==> src/rtl/sinc3_dual_pkg.sv <==
package sinc3_dual_pkg;
  localparam int unsigned NUM_CH = 2;
  localparam int unsigned CH_CUR = 0;
  localparam int unsigned CH_VOLT = 1;

  function automatic int unsigned acc_width(int unsigned in_w, int unsigned order, int unsigned osr);
    return in_w + order * $clog2(osr);
  endfunction
endpackage

==> src/rtl/sinc3_enables.sv <==
module sinc3_enables #(
  parameter int unsigned SAMPLE_DIV = 4,
  parameter int unsigned OSR        = 64,
  parameter int unsigned FILL       = 3
) (
  input  logic clk_i,
  input  logic rst_ni,
  output logic smp_en_o,
  output logic dec_en_o,
  output logic fill_done_o
);
  localparam int unsigned DIV_W  = (SAMPLE_DIV > 1) ? $clog2(SAMPLE_DIV) : 1;
  localparam int unsigned DEC_W  = (OSR > 1) ? $clog2(OSR) : 1;
  localparam int unsigned FILL_W = $clog2(FILL + 1);

  logic [DIV_W-1:0]  div_q;
  logic [DEC_W-1:0]  dec_q;
  logic [FILL_W-1:0] fill_q;

  assign smp_en_o    = (div_q == DIV_W'(SAMPLE_DIV - 1));
  assign dec_en_o    = smp_en_o && (dec_q == DEC_W'(OSR - 1));
  assign fill_done_o = (fill_q == FILL_W'(FILL));

  always_ff @(posedge clk_i or negedge rst_ni) begin
    if (!rst_ni) begin
      div_q <= '0;
    end else if (smp_en_o) begin
      div_q <= '0;
    end else begin
      div_q <= div_q + 1'b1;
    end
  end

  always_ff @(posedge clk_i or negedge rst_ni) begin
    if (!rst_ni) begin
      dec_q <= '0;
    end else if (dec_en_o) begin
      dec_q <= '0;
    end else if (smp_en_o) begin
      dec_q <= dec_q + 1'b1;
    end
  end

  always_ff @(posedge clk_i or negedge rst_ni) begin
    if (!rst_ni) begin
      fill_q <= '0;
    end else if (dec_en_o && !fill_done_o) begin
      fill_q <= fill_q + 1'b1;
    end
  end
endmodule

==> src/rtl/sinc3_integ.sv <==
module sinc3_integ #(
  parameter int unsigned IN_W  = 4,
  parameter int unsigned ACC_W = 22,
  parameter int unsigned ORDER = 3
) (
  input  logic                    clk_i,
  input  logic                    rst_ni,
  input  logic                    en_i,
  input  logic signed [IN_W-1:0]  code_i,
  output logic signed [ACC_W-1:0] acc_o
);
  logic signed [ACC_W-1:0] acc_q [ORDER];
  logic signed [ACC_W-1:0] feed  [ORDER];

  for (genvar k = 0; k < ORDER; k++) begin : g_stage
    if (k == 0) begin : g_head
      assign feed[k] = {{(ACC_W-IN_W){code_i[IN_W-1]}}, code_i};
    end else begin : g_tail
      assign feed[k] = acc_q[k-1];
    end
    // modular sum: wrap cancels in the differentiators
    always_ff @(posedge clk_i or negedge rst_ni) begin
      if (!rst_ni) begin
        acc_q[k] <= '0;
      end else if (en_i) begin
        acc_q[k] <= acc_q[k] + feed[k];
      end
    end
  end

  assign acc_o = acc_q[ORDER-1];
endmodule

==> src/rtl/sinc3_comb.sv <==
module sinc3_comb #(
  parameter int unsigned ACC_W = 22,
  parameter int unsigned ORDER = 3,
  parameter int unsigned OUT_W = 16,
  parameter int unsigned SHIFT = 5
) (
  input  logic                    clk_i,
  input  logic                    rst_ni,
  input  logic                    en_i,
  input  logic signed [ACC_W-1:0] acc_i,
  output logic signed [OUT_W-1:0] res_o
);
  localparam int unsigned SH_W = ACC_W - SHIFT;

  logic signed [ACC_W-1:0] stg   [ORDER+1];
  logic signed [ACC_W-1:0] dly_q [ORDER];
  logic signed [SH_W-1:0]  shd;
  logic                    fits;

  assign stg[0] = acc_i;

  for (genvar k = 0; k < ORDER; k++) begin : g_diff
    assign stg[k+1] = stg[k] - dly_q[k];
    always_ff @(posedge clk_i or negedge rst_ni) begin
      if (!rst_ni) begin
        dly_q[k] <= '0;
      end else if (en_i) begin
        dly_q[k] <= stg[k];
      end
    end
  end

  assign shd = $signed(stg[ORDER][ACC_W-1:SHIFT]);
  // in range when all bits above the output sign match it
  assign fits = (&shd[SH_W-1:OUT_W-1]) || !(|shd[SH_W-1:OUT_W-1]);

  always_comb begin
    if (fits) begin
      res_o = shd[OUT_W-1:0];
    end else if (shd[SH_W-1]) begin
      res_o = {1'b1, {(OUT_W-1){1'b0}}};
    end else begin
      res_o = {1'b0, {(OUT_W-1){1'b1}}};
    end
  end
endmodule

==> src/rtl/sinc3_dual.sv <==
module sinc3_dual
  import sinc3_dual_pkg::*;
#(
  parameter int unsigned IN_W       = 4,
  parameter int unsigned OUT_W      = 16,
  parameter int unsigned OSR        = 64,
  parameter int unsigned ORDER      = 3,
  parameter int unsigned SAMPLE_DIV = 4,
  parameter int unsigned SHIFT      = 5,
  parameter int unsigned FILL       = 3
) (
  input  logic             clk_i,
  input  logic             rst_ni,
  input  logic [IN_W-1:0]  cur_code_i,
  input  logic [IN_W-1:0]  volt_code_i,
  output logic [OUT_W-1:0] cur_word_o,
  output logic [OUT_W-1:0] volt_word_o,
  output logic             word_vld_o
);
  localparam int unsigned ACC_W = acc_width(IN_W, ORDER, OSR);

  logic smp_en, dec_en, fill_done, publish;
  logic signed [IN_W-1:0]  code  [NUM_CH];
  logic signed [ACC_W-1:0] integ [NUM_CH];
  logic signed [OUT_W-1:0] res   [NUM_CH];
  logic [OUT_W-1:0]        word_q[NUM_CH];
  logic                    vld_q;

  assign code[CH_CUR]  = cur_code_i;
  assign code[CH_VOLT] = volt_code_i;
  assign publish       = dec_en && fill_done;

  sinc3_enables #(
    .SAMPLE_DIV(SAMPLE_DIV),
    .OSR       (OSR),
    .FILL      (FILL)
  ) u_en (
    .clk_i      (clk_i),
    .rst_ni     (rst_ni),
    .smp_en_o   (smp_en),
    .dec_en_o   (dec_en),
    .fill_done_o(fill_done)
  );

  for (genvar c = 0; c < NUM_CH; c++) begin : g_ch
    sinc3_integ #(
      .IN_W (IN_W),
      .ACC_W(ACC_W),
      .ORDER(ORDER)
    ) u_integ (
      .clk_i (clk_i),
      .rst_ni(rst_ni),
      .en_i  (smp_en),
      .code_i(code[c]),
      .acc_o (integ[c])
    );

    sinc3_comb #(
      .ACC_W(ACC_W),
      .ORDER(ORDER),
      .OUT_W(OUT_W),
      .SHIFT(SHIFT)
    ) u_comb (
      .clk_i (clk_i),
      .rst_ni(rst_ni),
      .en_i  (dec_en),
      .acc_i (integ[c]),
      .res_o (res[c])
    );

    always_ff @(posedge clk_i or negedge rst_ni) begin
      if (!rst_ni) begin
        word_q[c] <= '0;
      end else if (publish) begin
        word_q[c] <= res[c];
      end
    end
  end

  always_ff @(posedge clk_i or negedge rst_ni) begin
    if (!rst_ni) begin
      vld_q <= 1'b0;
    end else begin
      vld_q <= publish;
    end
  end

  assign cur_word_o  = word_q[CH_CUR];
  assign volt_word_o = word_q[CH_VOLT];
  assign word_vld_o  = vld_q;
endmodule

==> config.mk <==
export PLATFORM = sky130hd
export DESIGN_NAME = sinc3_dual
export DESIGN_NICKNAME = d
export VERILOG_FILES = /design/src/rtl/sinc3_dual_pkg.sv /design/src/rtl/sinc3_enables.sv /design/src/rtl/sinc3_integ.sv /design/src/rtl/sinc3_comb.sv /design/src/rtl/sinc3_dual.sv
export SDC_FILE = /design/constraint.sdc
export NUM_CORES = 1
export LEC_CHECK = 0
export CORE_ASPECT_RATIO = 0.9
export CORE_MARGIN = 3
export CORE_UTILIZATION = 65
export CTS_CLUSTER_SIZE = 40
export DETAILED_ROUTE_END_ITERATION = 6
export GPL_ROUTABILITY_DRIVEN = 0
export PLACE_DENSITY = 0.83
export SLEW_MARGIN = 5
export SYNTH_ARGS = -nofsm -noshare
export SYNTH_HDL_FRONTEND = slang
export SYNTH_SLANG_ARGS = --single-unit
==> constraint.sdc <==
create_clock -name clk_i -period 9.1 [get_ports clk_i]
set_input_delay 1.82 -clock clk_i [delete_from_list [all_inputs] [get_ports clk_i]]
set_output_delay 1.82 -clock clk_i [all_outputs]
set_load 0.01 [all_outputs]
# == Word-level counts from Yosys, hierarchy flattened ==
# Cells that the tools add are included.
# op_classes
add_sub_neg,15
n_eq_ne,3
muxes,7
reduce_logical,13
# ops
cell,count
$sub A22 B22 Y22,6
$add A22 B22 Y22,4
$mux W16,4
$add A22 B4 Y22,2
$mux W6,2
$add A6 B1 Y6 const B,1
$eq A6 B6 Y1 const B,1
$add A2 B1 Y2 const B,2
$eq A2 B2 Y1 const B,2
$reduce_and A2 Y1,2
$reduce_or A2 Y1,2
$logic_and A1 B1 Y1,3
$logic_not A1 Y1,3
$logic_or A1 B1 Y1,2
$mux W2,1
$reduce_bool A2 Y1,1
# totals
reg_bits,307
in_bits,10
output_inout_bits,33
word_cells,56

# == Depth between registers and ports, before layout ==
# Gate-level depths: netlist of run 1.
# logic_depth
word_depth,7
mapped_depth,33

# == Hierarchy ==
# A second synthesis of run 1 with hierarchy kept.
# unflattened
cells_unflattened,2743
area_unflattened_um2,24818.8
# modules_own_cells
mod,n_inst,cells_per_inst,area_per_inst_um2
sinc3_integ,2,648,5899.4
sinc3_comb (g_ch[0].u_comb),1,684,5630.4
sinc3_comb (g_ch[1].u_comb),1,656,5596.6
sinc3_dual,1,70,1338.8
sinc3_enables,1,37,454.2

# == Worst setup path before layout of run 1 ==
# Ideal clock, no wire load.
# synth_timing
kind,register -> register
from,register g_ch[0].u_comb.dly_q[44] (netlist name)
to,register word_q (netlist bit cur_word_o[2])
arrival_time_ps,5824
setup_slack_ps,3199
stages_incl_launch_ff,33
path_buffers,1
path_cell_list,dfrtp_1 ha_1 fa_1 nor2b_1 o21ai_0 a21boi_0 o21a_1 o21ai_0 a21bo_2 nand2_1 nor2_1 xnor2_1 ha_1 a21oi_1 o21ai_1 or3_1 o21ai_2 nor2b_1 o21ai_0 nand2b_1 xor2_1 ha_1 nor3_1 nor2_1 o41a_1 o211ai_2 a21oi_1 or3_1 xor2_1 o211a_1 buf_2 a211oi_1 o21ai_1
# synth_rtl
item,line,source
start: declaration,sinc3_comb.sv:16,logic signed [ACC_W-1:0] dly_q [ORDER];
start signal: indexed assignment,sinc3_comb.sv:28,dly_q[k] <= stg[k];
end signal: indexed assignment,sinc3_dual.sv:75,word_q[c] <= res[c];
end: declaration,sinc3_dual.sv:26,logic [OUT_W-1:0] word_q[NUM_CH];

==> impl_metrics.json, run 1 <==
{
  "period_share": 0.7575,
  "area_growth_pct": 9.105,
  "endpoint_kind": "register",
  "hold_buffers": 0,
  "cts_tree": "done",
  "io_pins": 43,
  "grt_pass1_wl_um": 84430,
  "final_cell_mix": "dfrtp_1 (307), nand2_1 (268), ha_1 (252)",
  "dr.pass1.iters": 5,
  "core-area_um2": 34350,
  "grt_pass1_vias": 18140,
  "ys_warn_count": 0,
  "hold_viol_final": 0,
  "slowest_delay_ns": 0.53,
  "ys_types": 86,
  "met1_length_um": 22500,
  "fill_cells": 2405,
  "worst_slew_pin_slew_ns": 1.145,
  "cp.required_ns": 9.53,
  "synth_cells": 2555,
  "cts_buffers": 36,
  "worstHoldStart": "g_ch[0].u_comb.dly_q[0]",
  "async_flop_share": 1.000,
  "syn_area_um2": 22840,
  "start_util": 0.6648,
  "critPathBufInv": 1,
  "wl_per_cell_um": 15.80,
  "cp.arrival_ns": 7.32,
  "drt-total-wl_um": 48450,
  "via_per_inst": 6.050,
  "crit_path_frequent_cell": "a21oi_1",
  "final.min_clock_period_ns": 6.893,
  "path_class": "register to register",
  "cts_sinks": 307,
  "syn_area_per_cell_um2": 8.939,
  "die_w_um": 203.6,
  "crit_path_max_fanout": 11,
  "top_layer": "met4",
  "max_cap_violations": 0,
  "cts_resized": 0,
  "drive_above_1_share": 0.07831,
  "synth_flop_cell": "dfrtp_1",
  "root_buffer": "clkbuf_16",
  "std_cell_rows": 64,
  "synth_seq_cells": 307,
  "grt_max_degree": 127,
  "syn-num-nets": 2828,
  "route.met3.wl_um": 2146,
  "finalNetCount": 2853,
  "cp_top_family": "compound AO/OA/AOI/OAI gates",
  "htree_num_levels": 2,
  "setup_viol": 0,
  "clk_pin_slew_ns": 0.06,
  "num_vias": 18560,
  "fmax_mhz": 145.1,
  "cts_setup_buffers": 0,
  "synth_seq_area_share": 0.3364,
  "grt.total_usage": 0.2617,
  "start_kind": "register",
  "slowest_stage": "or4b_1",
  "fin_setup_tns_ns": 0,
  "drcViolationCount": 0,
  "min_path_type": "register to register",
  "drv_slew": 0,
  "hpwlAfterDp_um": 34490,
  "layout_commonest_cell": "dfrtp_1",
  "cts.path.max_buffers": 3,
  "timing.rr.start": "g_ch[0].u_integ.acc_o[0]",
  "fp.dieArea_um2": 37420,
  "gr-total-overflow": 0,
  "outcome": "finished clean",
  "diodes": 0,
  "antenna_found_initial": 0,
  "max_slew_margin": 0.2341,
  "fin_worst_skew_ns": 0.01270,
  "place.port_buffers": 42,
  "die_h_um": 183.8,
  "synth_edf_count": 0,
  "clk_latency_ns": 0.52,
  "crit_path_start": "g_ch[0].u_integ.acc_o[0]",
  "drtIter0Drc": 1122,
  "ant_nets": 0,
  "dr_wl_met2_um": 22810,
  "grt_setup_unrepaired": "false"
}
==> area by class of cell <==
| class | count | area (µm²) | share of cell area |
|---|---|---|---|
| Timing Repair Buffer | 50 | 498.0 | 0.01998 |
| Inverter | 202 | 758.2 | 0.03043 |
| Clock inverter | 14 | 177.7 | 0.007130 |
| Clock buffer | 49 | 1051 | 0.04218 |
| Tap cell | 462 | 578.1 | 0.02320 |
| Sequential cell | 307 | 7682 | 0.3083 |
| Multi-Input combinational cell | 1983 | 14170 | 0.5688 |
==> registers in the layout (all words and copies together) (netlist names) <==
register            count
cur_word_o             16
volt_word_o            16
g_ch.u_integ.acc_o     44
u_en.fill_q             2
g_ch.u_comb.dly_q     132
word_vld_o              1
u_en.dec_q              6
u_en.div_q              2
g_ch.u_integ.acc_q     88
==> cell usage after synthesis, types with 9 or more instances <==
master / n / area share
and2_1: 12 / 0.0033
nor2b_1: 29 / 0.0079
o31a_1: 10 / 0.0038
dfrtp_1: 307 / 0.34
nand4_1: 23 / 0.0063
o21ai_1: 19 / 0.0042
mux2_2: 97 / 0.048
clkbuf_1: 55 / 0.0090
nand3_1: 46 / 0.010
o2111ai_1: 9 / 0.0035
a31o_2: 12 / 0.0046
a211oi_1: 22 / 0.0072
nand3b_1: 12 / 0.0039
o21bai_1: 19 / 0.0062
nor2_1: 138 / 0.023
fa_1: 10 / 0.0088
or3_1: 22 / 0.0060
xor2_1: 62 / 0.024
o21ai_0: 235 / 0.051
a211o_1: 11 / 0.0042
and3_1: 30 / 0.0082
nand2b_1: 26 / 0.0071
o41ai_1: 9 / 0.0035
o31ai_1: 15 / 0.0049
nor3_1: 66 / 0.014
ha_1: 253 / 0.14
a21oi_1: 134 / 0.029
o21a_1: 33 / 0.011
o211ai_1: 20 / 0.0066
nand2_1: 268 / 0.044
inv_1: 201 / 0.033
xnor2_1: 127 / 0.049
a21o_1: 70 / 0.023
a31oi_1: 33 / 0.0090
==> cells by family after synthesis <==
logic type | share of synthesized area
xor gates and xnor gates | 0.07719
AOI/OAI and AO/OA | 0.1947
DFF | 0.3364
adders and majority gates | 0.1474
buffers and inverters | 0.04383
and+or+nand+nor | 0.1501
muxes | 0.05046
==> final timing paths <==
kind	end	slack [ns]	cells after the start
min in group asynchronous	g_ch[1].u_comb.dly_q[2]	1.40	1
worst min register to register	g_ch[0].u_comb.dly_q[0]	0.47	2
worst max register to register	cur_word_o[2]	2.21	28
worst max-delay path	cur_word_o[2]	2.21	28
worst min-delay path	g_ch[0].u_comb.dly_q[0]	0.47	2
max in group asynchronous	g_ch[0].u_integ.acc_q[42]	6.13	2
==> routing by layer <==
layer	track usage	vias up
met4	0.07019	0
met5	0	-
li1	-	9188
met3	0.03027	86
met1	0.3617	8807
met2	0.4420	474
==> stage by stage <==
stage / hold slack (ns) / util / instance area, µm² / worst slack [ns] / cells
2_1_floorplan: 0.4031 / - / 22840 / 3.199 / 2555
3_3_place_gp: 0.4554 / 0.6896 / 23690 / 2.691 / 3004
3_5_place_dp: 0.4635 / 0.6896 / 23690 / 2.294 / 3004
4_1_cts: 0.4758 / 0.7253 / 24920 / 2.257 / 3067
5_1_grt: 0.5002 / 0.7253 / 24920 / 1.762 / 3067
6_report: 0.4744 / 0.7253 / 24920 / 2.207 / 3067
==> tightest hold or removal path, cell delays in order, from the launching register on <==
cell and delay [ns]:
dfrtp_1 0.33, nand2_1 0.04, o21ai_0 0.06
Power of run 1 is left out: the tool's default activity adds up to more than one toggle a clock period on the data nets, which glitch-free logic cannot reach.
==> run 2, diff against run 1 <==
--- a/config.mk
+++ b/config.mk
@@ -7,11 +7,11 @@
 export LEC_CHECK = 0
 export CORE_ASPECT_RATIO = 0.9
 export CORE_MARGIN = 3
-export CORE_UTILIZATION = 65
+export CORE_UTILIZATION = 64
 export CTS_CLUSTER_SIZE = 40
 export DETAILED_ROUTE_END_ITERATION = 6
 export GPL_ROUTABILITY_DRIVEN = 0
-export PLACE_DENSITY = 0.83
+export PLACE_DENSITY = 0.82
 export SLEW_MARGIN = 5
 export SYNTH_ARGS = -nofsm -noshare
 export SYNTH_HDL_FRONTEND = slang
==> constraint.sdc (replaced) <==
create_clock -name clk_i -period 6.55 [get_ports clk_i]
set_input_delay 1.31 -clock clk_i [delete_from_list [all_inputs] [get_ports clk_i]]
set_output_delay 1.31 -clock clk_i [all_outputs]
set_load 0.01 [all_outputs]
==> run 2 against run 1 <==
Effect of this change: die area rose by 1.5%; wire length rose by 1.0%; maximum frequency increased by 11%; utilization increased by 0.24 points; clock-buffer cell count shrank 4; register-to-register slack worse by 1.9 ns; global-route usage fell by 0.46 points; final area rose by 1.0%; critical endpoint is now cur_word_o[5]; highest routed layer unchanged.
==> impl_metrics.json, run 2 (synthesized netlist as in run 1, its figures left out) <==
{
  "outcome": "finished clean",
  "cts_tree": "done",
  "io_pins": 43,
  "cts_sinks": 307,
  "fp.dieArea_um2": 37990,
  "holdWs_ns": 0.4818,
  "cts.path.max_buffers": 3,
  "drtIter0Drc": 1328,
  "timing.rr.start": "g_ch[0].u_integ.acc_o[0]",
  "hold_buffers": 0,
  "clk_latency_ns": 0.51,
  "via_per_inst": 6.050,
  "gr-total-overflow": 0,
  "max_cap_violations": 0,
  "start_util": 0.6602,
  "placed_cell_area_um2": 23730,
  "clk_pin_slew_ns": 0.05,
  "die_h_um": 185.2,
  "cp.arrival_ns": 6.59,
  "cts_buffers": 35,
  "slowest_stage": "o41a_1",
  "worstRegToRegCells": 32,
  "holdPathStages": 2,
  "fin_worst_skew_ns": 0.01767,
  "grt_pass1_vias": 18120,
  "hold_viol_final": 0,
  "drcViolationCount": 0,
  "r2r_slack_ns": 0.34,
  "layout_commonest_cell": "dfrtp_1",
  "std_cell_rows": 64,
  "worst_slew_pin_slew_ns": 1.059,
  "fmax_mhz": 161.1,
  "diodes": 0,
  "num_vias": 18630,
  "wl_per_cell_um": 15.90,
  "start_kind": "register",
  "hpwlAfterDp_um": 35010,
  "crit_path_max_fanout": 10,
  "max_slew_margin": 0.2941,
  "largest_reg_flops": 132,
  "setup_viol": 0,
  "grt_pass1_wl_um": 83690,
  "drv_slew": 0,
  "drive_above_1_share": 0.09133,
  "fin_area_um2": 25180,
  "finalNetCount": 2867,
  "drt-total-wl_um": 48960,
  "final.min_clock_period_ns": 6.206,
  "fill_cells": 2489,
  "seq_area_um2": 7682,
  "cp.required_ns": 6.93,
  "ant_nets": 0,
  "antenna_found_initial": 0,
  "worstHoldEndpoint": "volt_word_o[15]",
  "slowest_delay_ns": 0.44,
  "grt.total_usage": 0.2572,
  "min_path_type": "register to register",
  "endpoint_kind": "register",
  "grt_max_degree": 121,
  "area_growth_pct": 10.23,
  "htree_num_levels": 2,
  "r2r-end": "cur_word_o[5]",
  "dr.pass1.iters": 6,
  "period_share": 0.9475,
  "final_cell_mix": "dfrtp_1 (307), nand2_1 (268), ha_1 (251)",
  "root_buffer": "clkbuf_16",
  "regMostFlops": "g_ch.u_comb.dly_q",
  "worstHoldStart": "volt_word_o[15]",
  "path_class": "register to register",
  "place.port_buffers": 42,
  "core-area_um2": 34590,
  "utilization": 0.7278,
  "die_w_um": 205.1,
  "multiInputGateArea_um2": 14320
}
==> run 2: cell types whose count changed in the layout (fill, tap and decap cells not counted), moves of 4 or more <==
cell and change:
nor3_1 -4, o21ai_1 +6, buf_4 +13, a21oi_1 -8
a21oi_2 +8, nor3_2 +4, o21ai_0 -6
==> run 2: area by class of cell <==
| class | count | share of cell area |
|---|---|---|
| clock buffers | 45 | 0.03906 |
| repair buffers | 64 | 0.02445 |
| flip-flops and latches | 307 | 0.3052 |
| multi-input cells | 1984 | 0.5690 |
| well taps | 462 | 0.02296 |
| inverters | 202 | 0.03012 |
| clock inverters | 15 | 0.009294 |
==> run 2: worst max path at each step <==
stage                             start              to  cells after the start
3_5_place_dp   g_ch[0].u_integ.acc_o[0]  cur_word_o[10]                     28
5_1_grt        g_ch[0].u_integ.acc_o[0]   cur_word_o[8]                     31
2_1_floorplan  g_ch[0].u_comb.dly_q[44]   cur_word_o[2]                     32
6_report       g_ch[0].u_integ.acc_o[0]   cur_word_o[5]                     32
3_3_place_gp   g_ch[0].u_integ.acc_o[0]   cur_word_o[2]                     32
4_1_cts        g_ch[0].u_integ.acc_o[0]   cur_word_o[2]                     28
==> run 2: critical path: cells and delay by family (launching register included) <==
kind	cells	cell delay, ns
xor+xnor	2	0.34
fa+ha+maj	4	1.17
flops	1	0.34
compound gates	15	2.55
buf+inv	4	0.56
simple gates	7	1.07
==> run 2: stage by stage <==
| stage | setup TNS, ns | worst slack [ns] | std cells |
|---|---|---|---|
| after floorplan | 0 | 0.6494 | 2555 |
| after global placement | 0 | 0.3326 | 3008 |
| after detailed placement | 0 | 0.03381 | 3008 |
| after CTS | 0 | 0.001735 | 3069 |
| after global routing | -0.4397 | -0.06482 | 3079 |
| final | 0 | 0.3439 | 3079 |
==> run 2: what timing repair did <==
| item | in CTS | in global routing |
|---|---|---|
| pin swaps | 1 | 14 |
| setup endpoints to repair | 9 | 32 |
| endpoints found under the hold margin | 0 | 0 |
| buffers inserted | 1 | 9 |
| resized for setup | 0 | 32 |
| cloned | 0 | 1 |
==> run 2: layer usage <==
layer | track usage | share of wire | up-vias
met2 | 0.4359 | 0.46 | 476
met5 | 0 | 0 | -
met1 | 0.3535 | 0.47 | 8827
met3 | 0.02811 | 0.045 | 104
li1 | - | - | 9220
met4 | 0.06996 | 0.023 | 0
Power of run 2 is left out for the same reason.
